--- src/rtl/csr_exec_pkg.sv ---
package csr_exec_pkg;

    localparam int XLEN   = 32;
    localparam int INSN_W = 32;
    localparam int ADDR_W = 12;
    localparam int REG_W  = 5;

    localparam logic [1:0] PRIV_USER  = 2'd0;
    localparam logic [1:0] PRIV_SUPER = 2'd1;
    localparam logic [1:0] PRIV_MACH  = 2'd3;

    typedef enum logic [1:0] {
        OPK_WRITE = 2'd0,
        OPK_SET   = 2'd1,
        OPK_CLEAR = 2'd2,
        OPK_NONE  = 2'd3
    } csr_opk_e;

    typedef struct packed {
        csr_opk_e            kind;
        logic                f3_ok;
        logic [ADDR_W-1:0]   addr;
        logic                rd_nz;
        logic                src_nz;
        logic [XLEN-1:0]     operand;
        logic                do_read;
        logic                do_write;
    } csr_dec_t;

    // privilege field of a read/write bank entry
    function automatic logic [1:0] rw_csr_level(input int idx);
        if (idx == 0)      return PRIV_USER;
        else if (idx == 1) return PRIV_SUPER;
        else               return PRIV_MACH;
    endfunction

    function automatic logic [ADDR_W-1:0] rw_csr_addr(input int idx);
        logic [7:0] low;
        low = 8'h40 + 8'(idx);
        return {2'b00, rw_csr_level(idx), low};
    endfunction

    function automatic logic [XLEN-1:0] rw_csr_mask(input int idx);
        int sh;
        sh = (idx % 4) * 8;
        return {XLEN{1'b1}} >> sh;
    endfunction

    function automatic logic csr_is_readonly(input logic [ADDR_W-1:0] a);
        return a[11:10] == 2'b11;
    endfunction

    function automatic logic [1:0] csr_min_priv(input logic [ADDR_W-1:0] a);
        return a[9:8];
    endfunction

endpackage

--- src/rtl/csr_decode.sv ---
module csr_decode
    import csr_exec_pkg::*;
(
    input  logic [INSN_W-1:0] instr,
    input  logic [XLEN-1:0]   rs1_val,
    output csr_dec_t          dec
);
    logic [2:0]       f3;
    logic [REG_W-1:0] rd_f;
    logic [REG_W-1:0] rs1_f;
    logic             imm_form;
    logic             unused_opcode;

    assign f3            = instr[14:12];
    assign rd_f          = instr[11:7];
    assign rs1_f         = instr[19:15];
    assign unused_opcode = ^instr[6:0];

    always_comb begin
        dec       = '0;
        imm_form  = f3[2];
        dec.addr  = instr[31:20];
        dec.rd_nz = rd_f != '0;
        dec.src_nz = rs1_f != '0;
        unique case (f3[1:0])
            2'b01:   dec.kind = OPK_WRITE;
            2'b10:   dec.kind = OPK_SET;
            2'b11:   dec.kind = OPK_CLEAR;
            default: dec.kind = OPK_NONE;
        endcase
        dec.f3_ok   = dec.kind != OPK_NONE;
        dec.operand = imm_form ? {{(XLEN-REG_W){1'b0}}, rs1_f} : rs1_val;
        dec.do_read  = (dec.kind != OPK_WRITE) || dec.rd_nz;
        dec.do_write = (dec.kind == OPK_WRITE) || dec.src_nz;
    end
endmodule

--- src/rtl/csr_alu.sv ---
module csr_alu
    import csr_exec_pkg::*;
(
    input  csr_opk_e        kind,
    input  logic [XLEN-1:0] old_val,
    input  logic [XLEN-1:0] operand,
    output logic [XLEN-1:0] new_val
);
    always_comb begin
        unique case (kind)
            OPK_WRITE: new_val = operand;
            OPK_SET:   new_val = old_val | operand;
            OPK_CLEAR: new_val = old_val & ~operand;
            default:   new_val = old_val;
        endcase
    end
endmodule

--- src/rtl/csr_bank.sv ---
module csr_bank
    import csr_exec_pkg::*;
#(
    parameter int              NUM_RW   = 4,
    parameter logic [XLEN-1:0] ID_VALUE = 32'h5EC0_0001,
    parameter logic [ADDR_W-1:0] CNT_ADDR = 12'hC00,
    parameter logic [ADDR_W-1:0] ID_ADDR  = 12'hF11
) (
    input  logic                   clk,
    input  logic                   rst,
    input  logic [ADDR_W-1:0]      addr,
    output logic                   hit,
    output logic [XLEN-1:0]        rd_val,
    input  logic                   wr_en,
    input  logic [XLEN-1:0]        wr_val,
    input  logic                   cnt_hold,
    output logic [NUM_RW*XLEN-1:0] rw_state,
    output logic [XLEN-1:0]        cnt_value
);
    logic [NUM_RW-1:0]   sel;
    logic [XLEN-1:0]     regs [NUM_RW];
    logic                cnt_sel;
    logic                id_sel;
    logic [XLEN-1:0]     cnt_q;

    for (genvar gi = 0; gi < NUM_RW; gi++) begin : g_rw
        localparam logic [ADDR_W-1:0] EADDR = rw_csr_addr(gi);
        localparam logic [XLEN-1:0]   EMASK = rw_csr_mask(gi);

        assign sel[gi] = addr == EADDR;

        always_ff @(posedge clk) begin
            if (rst) begin
                regs[gi] <= '0;
            end else if (wr_en && sel[gi]) begin
                regs[gi] <= (regs[gi] & ~EMASK) | (wr_val & EMASK);
            end
        end

        assign rw_state[gi*XLEN +: XLEN] = regs[gi];
    end

    assign cnt_sel = addr == CNT_ADDR;
    assign id_sel  = addr == ID_ADDR;
    assign hit     = (|sel) || cnt_sel || id_sel;

    always_ff @(posedge clk) begin
        if (rst) begin
            cnt_q <= '0;
        end else if (!cnt_hold) begin
            cnt_q <= cnt_q + 1'b1;
        end
    end
    assign cnt_value = cnt_q;

    always_comb begin
        rd_val = '0;
        for (int i = 0; i < NUM_RW; i++) begin
            if (sel[i]) rd_val = rd_val | regs[i];
        end
        if (cnt_sel) rd_val = rd_val | cnt_q;
        if (id_sel)  rd_val = rd_val | ID_VALUE;
    end
endmodule

--- src/rtl/csr_exec_unit.sv ---
module csr_exec_unit
    import csr_exec_pkg::*;
#(
    parameter int                NUM_RW   = 4,
    parameter logic [XLEN-1:0]   ID_VALUE = 32'h5EC0_0001,
    parameter logic [ADDR_W-1:0] CNT_ADDR = 12'hC00,
    parameter logic [ADDR_W-1:0] ID_ADDR  = 12'hF11
) (
    input  logic              clk,
    input  logic              rst,
    input  logic              in_valid,
    input  logic [INSN_W-1:0] in_instr,
    input  logic [XLEN-1:0]   in_rs1_val,
    input  logic [1:0]        in_priv,
    output logic              out_done,
    output logic              out_rd_we,
    output logic [XLEN-1:0]   out_rd_data,
    output logic              out_illegal
);
    csr_dec_t                dec;
    logic                    bank_hit;
    logic [XLEN-1:0]         old_val;
    logic [XLEN-1:0]         new_val;
    logic                    priv_ok;
    logic                    ro_fault;
    logic                    legal;
    logic                    acc_ok;
    logic                    bank_we;
    logic [NUM_RW*XLEN-1:0]  rw_state;
    logic [XLEN-1:0]         cnt_value;

    csr_decode u_dec (
        .instr   (in_instr),
        .rs1_val (in_rs1_val),
        .dec     (dec)
    );

    csr_bank #(
        .NUM_RW   (NUM_RW),
        .ID_VALUE (ID_VALUE),
        .CNT_ADDR (CNT_ADDR),
        .ID_ADDR  (ID_ADDR)
    ) u_bank (
        .clk       (clk),
        .rst       (rst),
        .addr      (dec.addr),
        .hit       (bank_hit),
        .rd_val    (old_val),
        .wr_en     (bank_we),
        .wr_val    (new_val),
        .cnt_hold  (acc_ok),
        .rw_state  (rw_state),
        .cnt_value (cnt_value)
    );

    csr_alu u_alu (
        .kind    (dec.kind),
        .old_val (old_val),
        .operand (dec.operand),
        .new_val (new_val)
    );

    assign priv_ok  = in_priv >= csr_min_priv(dec.addr);
    assign ro_fault = csr_is_readonly(dec.addr) && dec.do_write;
    assign legal    = dec.f3_ok && bank_hit && priv_ok && !ro_fault;
    assign acc_ok   = in_valid && legal;
    assign bank_we  = acc_ok && dec.do_write;

    always_ff @(posedge clk) begin
        if (rst) begin
            out_done    <= 1'b0;
            out_rd_we   <= 1'b0;
            out_rd_data <= '0;
            out_illegal <= 1'b0;
        end else begin
            out_done    <= in_valid;
            out_rd_we   <= acc_ok && dec.rd_nz;
            out_rd_data <= (acc_ok && dec.do_read) ? old_val : '0;
            out_illegal <= in_valid && !legal;
        end
    end
endmodule

--- config.mk ---
export PLATFORM = sky130hd
export DESIGN_NAME = csr_exec_unit
export DESIGN_NICKNAME = d
export VERILOG_FILES = /design/src/rtl/csr_exec_pkg.sv /design/src/rtl/csr_decode.sv /design/src/rtl/csr_alu.sv /design/src/rtl/csr_bank.sv /design/src/rtl/csr_exec_unit.sv
export SDC_FILE = /design/constraint.sdc
export NUM_CORES = 1
export LEC_CHECK = 0
export ABC_AREA = 1
export BUFFER_PORTS_ARGS = -buffer_cell sky130_fd_sc_hd__buf_2
export CORE_MARGIN = 5
export CORE_UTILIZATION = 60
export DETAILED_ROUTE_END_ITERATION = 10
export PLACE_DENSITY_LB_ADDON = 0.12
export SYNTH_ARGS = -nofsm -noshare
export SYNTH_HDL_FRONTEND = slang
export SYNTH_SLANG_ARGS = --single-unit
export TNS_END_PERCENT = 5
--- constraint.sdc ---
create_clock -name clk -period 10.7 [get_ports clk]
set_clock_uncertainty 0.2 [all_clocks]
set_input_delay 0.535 -clock clk [delete_from_list [all_inputs] [get_ports clk]]
set_output_delay 0.535 -clock clk [all_outputs]
set_load 0.02 [all_outputs]
# Word level (Yosys, flattened, before mapping)
# Memories as Yosys holds them, arrays and structs flattened.
# Cells that the tools add are included.
# Widths: inputs -> output; s select.
[word_totals]
out_inout_bits = 35
wordCells = 88
memories = 1
input_bits = 69
reg_bits = 67
ramBits = 128
[memory_table]
columns = ["name", "depth", "word_bits", "rd", "rd_clocked_by_memory_dff", "wr", "line_no", "text"]
rows = [
  ["u_bank.regs", 4, 32, 4, 0, 4, "csr_bank.sv:21", "logic [XLEN-1:0] regs [NUM_RW];"],
]
[classes]
n_reduce_logical = 25
n_lt_le_gt_ge = 1
n_bitwise = 15
n_eq_ne = 13
add_sub_neg = 1
mux = 27
[ops]
columns = ["op", "n"]
rows = [
  ["$mux 32", 10],
  ["$or 32x32->32", 5],
  ["$pmux 32 s3", 1],
  ["$add 32x1->32 const B", 1],
  ["$and 32x32->32", 1],
  ["$not 32->32", 1],
  ["$or 32x16->32", 1],
  ["$or 32x24->32", 1],
  ["$or 32x8->32", 1],
  ["$mux 31", 1],
  ["$eq 12x10->1 const B", 2],
  ["$eq 12x12->1 const B", 2],
  ["$mux 1", 14],
  ["$logic_and 1x1->1", 13],
  ["$eq 12x7->1 const B", 1],
  ["$eq 12x9->1 const B", 1],
  ["$reduce_bool 5->1", 2],
  ["$eq 2x2->1 const B", 4],
  ["$pmux 2 s3", 1],
  ["$eq 2x1->1 const B", 2],
  ["$logic_or 1x1->1", 4],
  ["$or 1x1->1", 4],
  ["$reduce_or 4->1", 1],
  ["$ge 2x2->1", 1],
  ["other kinds (6)", 7],
]

# Logic depth before layout (Yosys ltp)
[logic_depth]
ltp_word = 15
depth_mapped = 14
depth_no_buf = 13

# Cells and area by module
# Synthesis repeated with hierarchy kept, for this count alone.
[unflattened]
hier_cells = 1184
area_unflattened_um2 = 8650.8
[modules_own_cells]
columns = ["mod", "area_each_um2", "instances", "cells_per_inst", "seq_area_each_um2"]
rows = [
  ["csr_bank", 6069.6, 1, 746, 3042.9],
  ["csr_exec_unit", 1218.7, 1, 130, 700.7],
  ["csr_alu", 829.5, 1, 204, 0.0],
  ["csr_decode", 533.0, 1, 104, 0.0],
]

# Worst setup path before layout
# Ideal clock, no wire load.
[synth_path]
path_type = "input to register"
start = "in in_instr[13]"
end = "mem u_bank.regs[0][0] (enable)"
t_required_ns = 10.034
setup_ns = 0.466
setup_slack_ns = 6.198
arrival_time_ns = 3.837
path_stages = 11
path_buffers = 1
path_cell_list = "buf_4 -> inv_4 -> nand2_2 -> nand3_2 -> nor2_4 -> inv_2 -> a21oi_4 -> nand3_2 -> inv_2 -> nand2_1 -> o21ai_0"
[synth_rtl]
columns = ["element", "line_no", "text"]
rows = [
  ["from (decl)", "csr_exec_unit.sv:12", "input logic [INSN_W-1:0] in_instr,"],
  ["to (decl)", "csr_bank.sv:21", ""],
]

==> flow_metrics.py <==
metrics = {
    "run_status": {
        "status": "finished, final reports clean",
    },
    "yosys": {
        "synth_seq_cells": 147,
        "post_synth_inst_count": 1016,
        "syn_nets": 1088,
        "syn_avg_cell_area_um2": 7.46,
        "synth.distinct_cells": 33,
        "ys.warnings.count": 0,
        "synth_seq_area_share_pct": 49.4,
        "synth_area_mm2": 0.00757,
    },
    "power": {
        "power.leakage_uw": 0.00365,
        "peakVddDrop_mv": 0.122,
        "power_per_cell_area_mw_per_mm2": 151,
    },
    "cts": {
        "clockBufferDepth": 2,
        "clk_root_buffer_cell": "clkbuf_16",
        "clock_tree_from_tritoncts": "done",
        "cts_resized": 0,
        "clk_pin_slew_ns": 0.06,
        "post-cts-setup-buffer-count": 0,
        "clkLatencyLatePin_ns": 0.43,
        "tritoncts.num_buffers": 17,
        "ctsHtreeMaxLevel": 4,
        "clkSinkCount": 147,
        "cts_hold_buf": 0,
    },
    "die": {
        "starting_density_of_the_core_pct": 60.5,
        "die_area_mm2": 0.0150,
        "io-pin-count": 104,
        "area_of_the_placeable_core_mm2": 0.0125,
        "std_cell_rows": 41,
        "die_w_um": 122,
        "dieHeight_um": 122,
    },
    "finish": {
        "syn_to_final_growth_pct": 15.5,
        "seqCellArea_mm2": 0.00374,
        "drive_above_1_share_pct": 15.9,
        "most-common-layout-cells": "nand2_1, nor2_1, inv_1, buf_2, edfxtp_1",
        "final_cell_count_no_fill": 1284,
        "fin_nets": 1171,
        "fin_util_pct": 69.9,
        "layout_commonest_cell": "nand2_1",
        "antenna_cells_inserted": 0,
        "layout.filler_cells": 1088,
        "multi_input_area_mm2": 0.00325,
    },
    "placed_design": {
        "place.port_buffers": 96,
        "dp.final_hpwl_um": 13300,
        "dpl.cell_count": 1252,
        "gp_routability_congestion": 0.887,
        "dpl_worst_slack_ns": 6.17,
    },
    "critical_path": {
        "maximum_fanout_count_along_the_critical_path": 34,
        "worst-endpoint-required_ns": 10.55,
        "start_kind": "primary input",
        "timing.reg2reg.setup_slack_ns": 8.21,
        "critical_path_class": "primary input to register",
        "crit_arrival_ns": 3.97,
        "critPathCaptureType": "register",
    },
    "sta": {
        "setup-tns-final_ns": 0,
        "timing.final.setup_violations": 0,
        "finalHoldViolCount": 0,
        "final_max_slew_viol_count": 0,
        "worst_slew_pin_slew_ns": 1.00,
        "minimum_period_implied_by_the_final_worst_setup_slack_ns": 4.12,
        "grt_setup_unrepaired": "no",
        "timing.max_slew.rel_slack_pct": 33.2,
        "clock.fmax_mhz": 242,
        "setup_ws_ns": 6.58,
        "post-route-period-util_pct": 38.5,
    },
    "route": {
        "route.detailed.drc": 0,
        "initialDrtViolationCount": 819,
        "drtPass1Iterations": 5,
        "totalWireLength_um": 19900,
        "dr_total_vias": 6909,
        "routedWlPerCell_um": 15.5,
        "routed_via_density": 5.38,
        "ant_nets": 0,
    },
    "grt": {
        "grt_start_max_net_pins": 41,
        "global_route_wire_length_before_repair_um": 31700,
        "grt_pass1_vias": 6405,
        "grt_antenna_before_repair": 0,
        "globalRouteTotalUtil_pct": 27.6,
        "grt_overflow_total": 0,
    },
    "job": {
        "cap_viol_max_count": 0,
    },
    "worst_hold_path": {
        "hold_path_class": "primary input to register",
    },
}
[cell usage after synthesis]
| cell type | number | area (um^2) |
|---|---|---|
| nor2_1 | 239 | 897 |
| nand2_1 | 263 | 987 |
| buf_6 | 6 | 67.6 |
| nand3_1 | 62 | 310 |
| edfxtp_1 | 80 | 2400 |
| o21a_1 | 3 | 22.5 |
| o22ai_1 | 3 | 18.8 |
| nor2_8 | 1 | 20.0 |
| a21boi_0 | 1 | 7.51 |
| buf_4 | 1 | 7.51 |
| a21oi_4 | 1 | 16.3 |
| nor2_2 | 24 | 150 |
| nand4_1 | 6 | 37.5 |
| inv_4 | 1 | 6.26 |
| nor3_1 | 13 | 65.1 |
| nand3_2 | 4 | 40.0 |
| o21ai_0 | 23 | 115 |
| nor3b_1 | 1 | 7.51 |
| o211ai_1 | 3 | 22.5 |
| o22a_1 | 2 | 17.5 |
| nand2_2 | 2 | 12.5 |
| a22oi_1 | 2 | 15.0 |
| buf_2 | 11 | 55.1 |
| ha_1 | 3 | 37.5 |
| nor2_4 | 3 | 33.8 |
| nand3_4 | 4 | 70.1 |
| inv_1 | 99 | 372 |
| dfxtp_1 | 67 | 1340 |
| nand3b_1 | 3 | 22.5 |
| buf_1 | 3 | 11.3 |
| inv_2 | 3 | 11.3 |
| clkbuf_1 | 17 | 63.8 |
| a21oi_1 | 62 | 310 |
[final cells by class]
type	count	area share, %
tap	172	2.46
timing repair buffer	102	6.01
clock buffer	21	5.26
inverter	103	4.45
multi-input combinational	728	37.2
clock inverter	11	1.83
sequential	147	42.8
[where the power goes]
group / switching [uW] / internal, uW / total [uW]
sequential: 5.54 / 610 / 616
clock: 231 / 400 / 631
combinational: 51.8 / 24.2 / 76.0
[worst paths after layout]
check | endpoint | from | cells past startpoint
setup / recovery | u_bank.regs[0][53] | in_instr[13] | 9
hold / removal | out_done | rst | 2
setup reg to reg | u_bank.cnt_value[28] | u_bank.cnt_value[0] | 10
hold reg to reg | out_rd_data[17] | u_bank.regs[0][17] | 2
[per-layer routing]
metal | track usage, % | part of all wire (%) | up-vias
li1 | - | - | 3409
met1 | 36.9 | 42 | 3183
met2 | 44.9 | 47 | 290
met3 | 6.13 | 8.6 | 27
met4 | 8.82 | 1.7 | 0
met5 | 0 | 0 | -
[kinds of logic after synthesis]
| kind of cell | Yosys count | share of synthesized area (%) |
|---|---|---|
| adders and majority gates | 3 | 0.496 |
| and+or+nand+nor | 625 | 35.0 |
| DFF | 147 | 49.4 |
| buffers and inverters | 141 | 7.85 |
| AOI/OAI and AO/OA | 100 | 7.20 |
[per-stage QoR]
stage                     hold slack, ns  total power, uW  cell area (um^2)
after global placement             0.300              701              8130
after detailed placement           0.317              703              8130
after global routing               0.141             1360              8750
after floorplan                    0.274              674              7570
after CTS                          0.113             1330              8750
final                              0.126             1320              8750
[flip-flops by register name, indices dropped and copies added, names as in the netlist]
| name | flops |
|---|---|
| out_illegal | 1 |
| u_bank.regs | 80 |
| out_done | 1 |
| out_rd_data | 32 |
| out_rd_we | 1 |
| u_bank.cnt_value | 32 |
[worst max-delay path: stages]
cell,delay [ns]
buf_2,0.48
nor2_1,0.11
inv_1,0.60
o21ai_0,0.31
a21oi_4,0.27
nand3_2,0.56
inv_2,0.20
nand2_1,0.14
o21ai_4,0.72
Power figures use the tool's default switching activity.
